<file path="src/rtl/mac_step_pkg.sv">
package mac_step_pkg;
   typedef enum logic [1:0] {
      MS_SUB  = 2'b00,
      MS_ADD  = 2'b01,
      MS_LOAD = 2'b10,
      MS_RSVD = 2'b11
   } mac_kind_e;

   localparam int FLAG_W   = 4;
   localparam int FLAG_NEG = 3;
   localparam int FLAG_ZER = 1;
endpackage

</file>
<file path="src/rtl/mac_ptr_decode.sv">
module mac_ptr_decode #(
   parameter int PTR_W = 2,
   parameter int MOD_W = 2,
   localparam int FIELD_W = 2 * (PTR_W + MOD_W) + 1
) (
   input  logic               step_en,
   input  logic               kind_ok,
   input  logic [FIELD_W-1:0] field,
   output logic               accept,
   output logic               rd0_req,
   output logic [PTR_W-1:0]   rd0_ptr,
   output logic [MOD_W-1:0]   rd0_mod,
   output logic               rd1_req,
   output logic [PTR_W-1:0]   rd1_ptr,
   output logic [MOD_W-1:0]   rd1_mod
);
   localparam int HALF_W = PTR_W + MOD_W;

   initial begin
      if (PTR_W < 1 || MOD_W < 1) $error("pointer and modifier widths must be positive");
   end

   assign accept  = step_en && kind_ok && !field[FIELD_W-1];
   assign rd0_req = accept;
   assign rd1_req = accept;
   assign rd0_ptr = field[PTR_W-1:0];
   assign rd0_mod = field[HALF_W-1:PTR_W];
   assign rd1_ptr = field[HALF_W+PTR_W-1:HALF_W];
   assign rd1_mod = field[2*HALF_W-1:HALF_W+PTR_W];

   // a step with the reserved field bit set never reaches the banks
   always_comb begin
      if (field[FIELD_W-1]) begin
         p_no_req_on_bad_field_r9: assert (!rd0_req && !rd1_req);
      end
   end
endmodule

</file>
<file path="src/rtl/mac_mult.sv">
module mac_mult #(
   parameter int DATA_W = 16,
   parameter int ACC_W  = 32
) (
   input  logic [DATA_W-1:0] a,
   input  logic [DATA_W-1:0] b,
   output logic [ACC_W-1:0]  p
);
   localparam int FULL_W = 2 * DATA_W;

   initial begin
      if (ACC_W < FULL_W) $error("accumulator narrower than full product");
   end

   logic signed [FULL_W-1:0] full;
   assign full = $signed(a) * $signed(b);

   generate
      if (ACC_W == FULL_W) begin : g_exact
         assign p = full;
      end else begin : g_extend
         assign p = {{(ACC_W-FULL_W){full[FULL_W-1]}}, full};
      end
   endgenerate
endmodule

</file>
<file path="src/rtl/mac_acc_update.sv">
module mac_acc_update
   import mac_step_pkg::*;
#(
   parameter int ACC_W = 32
) (
   input  mac_kind_e          kind,
   input  logic [ACC_W-1:0]   acc,
   input  logic [ACC_W-1:0]   prod,
   input  logic [FLAG_W-1:0]  flags,
   output logic [ACC_W-1:0]   acc_nx,
   output logic [FLAG_W-1:0]  flags_nx
);
   initial begin
      if (ACC_W < 2) $error("accumulator too narrow");
   end

   always_comb begin
      acc_nx   = acc;
      flags_nx = flags;
      unique case (kind)
         MS_SUB:  acc_nx = acc - prod;
         MS_ADD:  acc_nx = acc + prod;
         MS_LOAD: acc_nx = '0;
         default: acc_nx = acc;
      endcase
      if (kind == MS_LOAD) begin
         flags_nx           = '0;
         flags_nx[FLAG_ZER] = 1'b1;
      end else if (kind != MS_RSVD) begin
         flags_nx[FLAG_ZER] = (acc_nx == '0);
         flags_nx[FLAG_NEG] = acc_nx[ACC_W-1];
      end
   end
endmodule

</file>
<file path="src/rtl/mac_step_unit.sv">
module mac_step_unit
   import mac_step_pkg::*;
#(
   parameter int DATA_W = 16,
   parameter int ACC_W  = 32,
   parameter int PTR_W  = 2,
   parameter int MOD_W  = 2,
   localparam int FIELD_W = 2 * (PTR_W + MOD_W) + 1
) (
   input  logic               clk,
   input  logic               rst_n,
   input  logic               step_en,
   input  logic [1:0]         step_kind,
   input  logic [FIELD_W-1:0] step_field,
   input  logic [DATA_W-1:0]  bank0_rdata,
   input  logic [DATA_W-1:0]  bank1_rdata,
   output logic [DATA_W-1:0]  x_q,
   output logic [DATA_W-1:0]  y_q,
   output logic [ACC_W-1:0]   prod_q,
   output logic [ACC_W-1:0]   acc_q,
   output logic [FLAG_W-1:0]  flags_q,
   output logic               rd0_req,
   output logic [PTR_W-1:0]   rd0_ptr,
   output logic [MOD_W-1:0]   rd0_mod,
   output logic               rd1_req,
   output logic [PTR_W-1:0]   rd1_ptr,
   output logic [MOD_W-1:0]   rd1_mod
);
   initial begin
      if (ACC_W < 2 * DATA_W) $error("ACC_W must hold a full product");
   end

   mac_kind_e         kind;
   logic              accept;
   logic [ACC_W-1:0]  prod_nx;
   logic [ACC_W-1:0]  acc_nx;
   logic [FLAG_W-1:0] flags_nx;

   assign kind = mac_kind_e'(step_kind);

   mac_ptr_decode #(.PTR_W(PTR_W), .MOD_W(MOD_W)) u_decode (
      .step_en (step_en),
      .kind_ok (kind != MS_RSVD),
      .field   (step_field),
      .accept  (accept),
      .rd0_req (rd0_req),
      .rd0_ptr (rd0_ptr),
      .rd0_mod (rd0_mod),
      .rd1_req (rd1_req),
      .rd1_ptr (rd1_ptr),
      .rd1_mod (rd1_mod)
   );

   mac_mult #(.DATA_W(DATA_W), .ACC_W(ACC_W)) u_mult (
      .a (bank0_rdata),
      .b (bank1_rdata),
      .p (prod_nx)
   );

   mac_acc_update #(.ACC_W(ACC_W)) u_acc (
      .kind     (kind),
      .acc      (acc_q),
      .prod     (prod_q),
      .flags    (flags_q),
      .acc_nx   (acc_nx),
      .flags_nx (flags_nx)
   );

   always_ff @(posedge clk) begin
      if (!rst_n) begin
         x_q     <= '0;
         y_q     <= '0;
         prod_q  <= '0;
         acc_q   <= '0;
         flags_q <= '0;
      end else if (accept) begin
         x_q     <= bank0_rdata;
         y_q     <= bank1_rdata;
         prod_q  <= prod_nx;
         acc_q   <= acc_nx;
         flags_q <= flags_nx;
      end
   end

   // Independent product of the held operands, for checking only
   logic signed [2*DATA_W-1:0] held_prod;
   assign held_prod = $signed(x_q) * $signed(y_q);

   p_prod_tracks_ops_r8: assert property (@(posedge clk) disable iff (!rst_n)
      accept |=> ($signed(prod_q) == held_prod));

   p_sub_step_r2: assert property (@(posedge clk) disable iff (!rst_n)
      (accept && kind == MS_SUB) |=> acc_q == $past(acc_q) - $past(prod_q));

   p_add_step_r3: assert property (@(posedge clk) disable iff (!rst_n)
      (accept && kind == MS_ADD) |=> acc_q == $past(acc_q) + $past(prod_q));

   p_load_step_r4: assert property (@(posedge clk) disable iff (!rst_n)
      (accept && kind == MS_LOAD) |=> (acc_q == '0 && flags_q == 4'b0010));

   p_zero_flag_r5: assert property (@(posedge clk) disable iff (!rst_n)
      (accept && (kind == MS_ADD || kind == MS_SUB)) |=>
         (flags_q[FLAG_ZER] == (acc_q == '0)) && (flags_q[FLAG_NEG] == acc_q[ACC_W-1]));

   p_hold_when_idle_r10: assert property (@(posedge clk) disable iff (!rst_n)
      !accept |=> ($stable(acc_q) && $stable(x_q) && $stable(y_q) && $stable(flags_q)));
endmodule

</file>
<file path="config.mk">
export PLATFORM = sky130hd
export DESIGN_NAME = mac_step_unit
export DESIGN_NICKNAME = d
export VERILOG_FILES = /design/src/rtl/mac_step_pkg.sv /design/src/rtl/mac_ptr_decode.sv /design/src/rtl/mac_mult.sv /design/src/rtl/mac_acc_update.sv /design/src/rtl/mac_step_unit.sv
export SDC_FILE = /design/constraint.sdc
export NUM_CORES = 1
export LEC_CHECK = 0
export BUFFER_PORTS_ARGS = -buffer_cell sky130_fd_sc_hd__buf_2
export CAP_MARGIN = 20
export CORE_UTILIZATION = 60
export CTS_CLUSTER_SIZE = 12
export DETAILED_ROUTE_END_ITERATION = 7
export GPL_TIMING_DRIVEN = 1
export HOLD_SLACK_MARGIN = 0.1
export PLACE_DENSITY = 0.93
export SYNTH_ARGS = -nofsm -noshare
export SYNTH_HDL_FRONTEND = slang
export SYNTH_SLANG_ARGS = --single-unit
</file>
<file path="constraint.sdc">
create_clock -name clk -period 13 [get_ports clk]
set_input_delay 0 -clock clk [delete_from_list [all_inputs] [get_ports clk]]
set_output_delay 0 -clock clk [all_outputs]
set_load 0.01 [all_outputs]
</file>
== Yosys cells after proc, flatten, opt, wreduce, memory -nomap -nowiden ==
Index checks and enable logic that the tools add are counted.
Widths: inputs -> output; s select.
Word-level totals
  register bits after elaboration: 98
  output and inout bits: 110
  input port bits: 46
  word-level logic and storage cells: 23
Cells by class
  reductions and logical operators: 7
  muxes and demuxes: 5
  add/subtract/negate cells: 2
  equal/unequal tests: 3
  $mul: 1
Operator list (number)
  $pmux 32 s3: 1
  $add 32x32->32: 1
  $logic_not 32->1: 1
  $mul 16x16->32: 1
  $sub 32x32->32: 1
  $mux 1: 4
  $eq 2x1->1 const B: 1
  $eq 2x2->1 const B: 1
  $logic_and 1x1->1: 2
  $logic_not 2->1: 1
  $ne 2x2->1 const B: 1
  $reduce_and 2->1: 1
  $reduce_bool 2->1: 1
  $logic_not 1->1: 1

== Depth between registers and ports, before layout ==
  depth after elaboration: 5
  depth in mapped cells: 25
  mapped depth without buffers: 24

== Hierarchy ==
From an unflattened synthesis, not the netlist that was laid out.
Second synthesis, totals
  cell total of the unflattened synthesis: 1895
  area, all modules: 16982.5 um^2
Modules (own cells, without submodules)
  mac_mult: cells each 1074, area an instance 9804.4 um^2, instances 1, sequential area each 0.0 um^2
  mac_step_unit: cells each 323, area an instance 3844.9 um^2, instances 1, sequential area each 2001.9 um^2
  mac_acc_update: cells each 487, area an instance 3249.4 um^2, instances 1, sequential area each 0.0 um^2
  mac_ptr_decode: cells each 11, area an instance 83.8 um^2, instances 1, sequential area each 0.0 um^2

== Worst setup path after synthesis ==
OpenSTA, ideal clock, no wires.
  kind: in2reg
  start point: in bank1_rdata[8]
  end point: reg prod_q[30]
  data arrival time: 5689 ps
  library setup time: 122 ps
  cell stages on the path: 25
  setup slack: 7189 ps
  cell sequence: clkbuf_1 clkbuf_1 nand2_1 fa_1 inv_1 fa_1 inv_1 fa_1 inv_1 fa_1 fa_1 inv_1 fa_1 inv_1 ha_1 a21oi_1 nor2_1 a2111oi_0 a2bb2oi_1 a31oi_1 a21oi_1 a31o_2 a31oi_1 xor2_1 o21ai_0
Between the ends
  word-level cells in the longest chain between the ends: 1
RTL lines
  from (decl): line mac_step_unit.sv:16  | input logic [DATA_W-1:0] bank1_rdata,
  $mul 16x16->32: line mac_mult.sv:16  | assign full = $signed(a) * $signed(b);
  to (signal assigned): line mac_step_unit.sv:79  | prod_q <= prod_nx;
  to (decl): line mac_step_unit.sv:19  | output logic [ACC_W-1:0] prod_q,
Every way passes these cells.
A chain may end at the register's enable or synchronous reset.

== Worst setup path in the final report ==
  start point: in bank1_rdata[3]
  end point: reg prod_q[30]
The elaborated chain is that of the path after synthesis.

==> run_results.csv <==
group,metric,value,unit
timing,hold_viol,0,
logic_synthesis,synth_most_common_cell,"inv_1",
cts,cts-htree-levels,3,
route,via_per_inst,5.98,
logic_synthesis,ys_top_cells_by_count,"inv_1 (313), nand2_1 (272), fa_1 (263)",
logic_synthesis,synth_top_cell_by_area,"fa_1",
timing,finalSetupViolations,0,
route,wire_per_inst,18.7,µm
logic_synthesis,synth_area_leaders,"fa_1 (33%), dfxtp_1 (12%), ha_1 (9.0%), inv_1 (7.4%), nand2_1 (6.5%)",
route,remaining_drc_errors,0,
setup_path,worstSetupPathType,"in -> reg",
cts,cts_buffers,9,
timing,fin_setup_tns,0,ns
final_layout,multi_input_area,12300,µm²
final_layout,final_nets,2397,
route,drtIter0Drc,1322,
final_layout,diodes,0,
timing,fmax,0.154,GHz
floorplan,coreArea,26000,µm²
setup_path,cp.arrival,6.74,ns
place,place_hpwl,33.1,mm
setup_path,path_cells,"dlygate4sd3_1 -> buf_2 -> and2_1 -> fa_1 -> fa_1 -> inv_1 -> fa_1 -> inv_1 -> fa_1 -> fa_1 -> inv_1 -> fa_1 -> inv_1 -> ha_1 -> a21o_1 -> a21o_1 -> a21o_1 -> a31o_2 -> a31oi_1 -> a21oi_1 -> a31o_2 -> a31oi_1 -> xor2_1 -> o21ai_0",
logic_synthesis,synth-edff-count,0,
cts,clk_pin_slew,0.08,ns
cts,cts_tree,"done",
setup_path,crit_required,13.26,ns
route,dr.pass1.iters,7,
place,port_buffers,137,
logic_synthesis,syn_inst,1879,
outcome,outcome,"completed",
worst_hold_path,hold_start,"bank0_rdata[9]",
setup_path,cpMostUsedCell,"fa_1",
floorplan,die_h,164,µm
cts,clk_latency,0.37,ns
grt,grt_max_degree,95,
place,gp_congestion,0.936,
grt,antenna_found_initial,0,
logic_synthesis,async_flop_share,0,%
timing,worst_pin_slew,1.03,ns
timing,period_share,49.9,%
floorplan,die_w,164,µm
route,antenna_left,0,
logic_synthesis,synth_seq_cells,98,
route,vias,13800,
setup_path,cp-start-kind,"input port",
setup_path,critPathCaptureType,"flip-flop",
cts,cts.path.max_buffers,2,
final_layout,area_delta_synth_final,8.93,%
logic_synthesis,yosysUniqueCellTypes,65,
logic_synthesis,synthFlopType,"dfxtp_1",
route,drt_wl_total,43.3,mm
grt,grt_pass1_wl,70.5,mm
cts,clockRootBuffer,"clkbuf_16",
final_layout,final-seq-area,1960,µm²
floorplan,die_area,27000,µm²
timing,whs,0.111,ns
worst_hold_path,min-delay-path-class,"in -> reg",
worst_hold_path,hold_path_depth,3,
timing,fin_crit,6.49,ns
logic_synthesis,avgSynthCellArea,8.42,µm²
floorplan,num_rows,59,
grt,globalRouteOverflowTotal,0,
timing,fin_skew,0.0105,ns
logic_synthesis,ys_seq_area_share,12.4,%
final_layout,fill_cells,2021,
grt,grt_usage,33.9,%
setup_path,reg2reg_depth,15,
place,pre_cts_ws,6.74,ns
logic_synthesis,syn_area,15800,µm²
setup_path,worstPathMaxFanout,17,
timing,slew_headroom,31.3,%
grt,grt_pass1_vias,14400,
job,maxCapViolCount,0,
cts,clock-sinks,98,
final_layout,drive_gt1_share,8.89,%
setup_path,timing.rr.start,"prod_q[2]$_SDFFE_PN0P_",
setup_path,crit_path_top_delay_cell,"dlygate4sd3_1",
floorplan,io_pins,156,
setup_path,r2r_slack,7.92,ns
setup_path,timing.rr.end,"acc_q[31]$_SDFFE_PN0P_",
setup_path,cp_slowest_stage_delay,0.57,ns
timing,grt_setup_unrepaired,"no",
logic_synthesis,synth.top_cell.area_share,33.3,%
timing,final_max_slew_viol_count,0,
logic_synthesis,yosysWarnings,0,
worst_hold_path,min_to,"x_q[9]$_SDFFE_PN0P_",
floorplan,start_util,60.9,%
timing,finalWorstSetupSlack,6.51,ns
## cell usage in the layout (no fill, tap or decap), types with 40 or more instances in the layout
cell	count
a21oi_1	128
and2_1	129
buf_2	137
dfxtp_1	98
fa_1	263
ha_1	114
inv_1	312
nand2_1	272
nor2_1	84
o21ai_0	40
xnor2_1	61
## per-stage QoR
step	std cells	util (%)	cell area, µm²
global route	2314	66.3	17200
global placement	2264	63.7	16600
finish	2314	66.3	17200
CTS	2314	66.3	17200
floorplan	1880	-	15800
detailed placement	2264	63.7	16600
## per-layer routing
| layer | global-route usage (%) | wire length [µm] | vias to the layer above |
|---|---|---|---|
| li1 | - | - | 6136 |
| met1 | 39.6 | 15500 | 6760 |
| met2 | 57.9 | 21600 | 725 |
| met3 | 6.04 | 3560 | 225 |
| met4 | 20.9 | 2670 | 0 |
| met5 | 0 | 0 | - |
## cell families after synthesis
kind of cell,share of synthesized area [%]
mux,0.0633
flops,12.4
fa+ha+maj,42.3
simple gates,18.0
other cells,0.0237
compound gates,12.3
xor+xnor,4.98
buf+inv,9.89
## area by class of cell
class	count	area share, %
clock inverter	6	0.487
sequential	98	11.4
inverter	314	6.84
timing repair buffer	174	6.09
multi-input combinational	1377	71.4
tap	335	2.43
clock buffer	10	1.39
## worst max path at each step
stage / depth (start not counted) / slack, ns / endpoint / start
2_1_floorplan: 25 / 7.19 / prod_q[30]$_SDFFE_PN0P_ / bank1_rdata[8]
3_3_place_gp: 24 / 6.97 / prod_q[30]$_SDFFE_PN0P_ / bank1_rdata[1]
3_5_place_dp: 24 / 6.74 / prod_q[30]$_SDFFE_PN0P_ / bank0_rdata[15]
4_1_cts: 25 / 6.58 / prod_q[30]$_SDFFE_PN0P_ / bank0_rdata[15]
5_1_grt: 23 / 6.19 / prod_q[31]$_SDFFE_PN0P_ / bank0_rdata[12]
6_report: 24 / 6.51 / prod_q[30]$_SDFFE_PN0P_ / bank1_rdata[3]
## flip-flops by register name (all words and copies together) (netlist names)
name	flops
prod_q	32
flags_q	2
y_q	16
x_q	16
acc_q	32
## worst max-delay path: cells and delay by family
kind,cells,cell delay [ns]
buf+inv,6,1.17
compound gates,9,1.76
xor+xnor,1,0.16
fa+ha+maj,7,3.42
simple gates,1,0.23
## repair_timing
item | 4_1_cts | 5_1_grt
setup endpoints to repair | 0 | 0
hold buffers | 34 | 0
hold endpoints to repair | 39 | 0
gates resized for setup | 0 | 0
setup buffers | 0 | 0
Power is not shown: default switching activity piles up to over one toggle a cycle in this logic, so the estimate is an artifact.
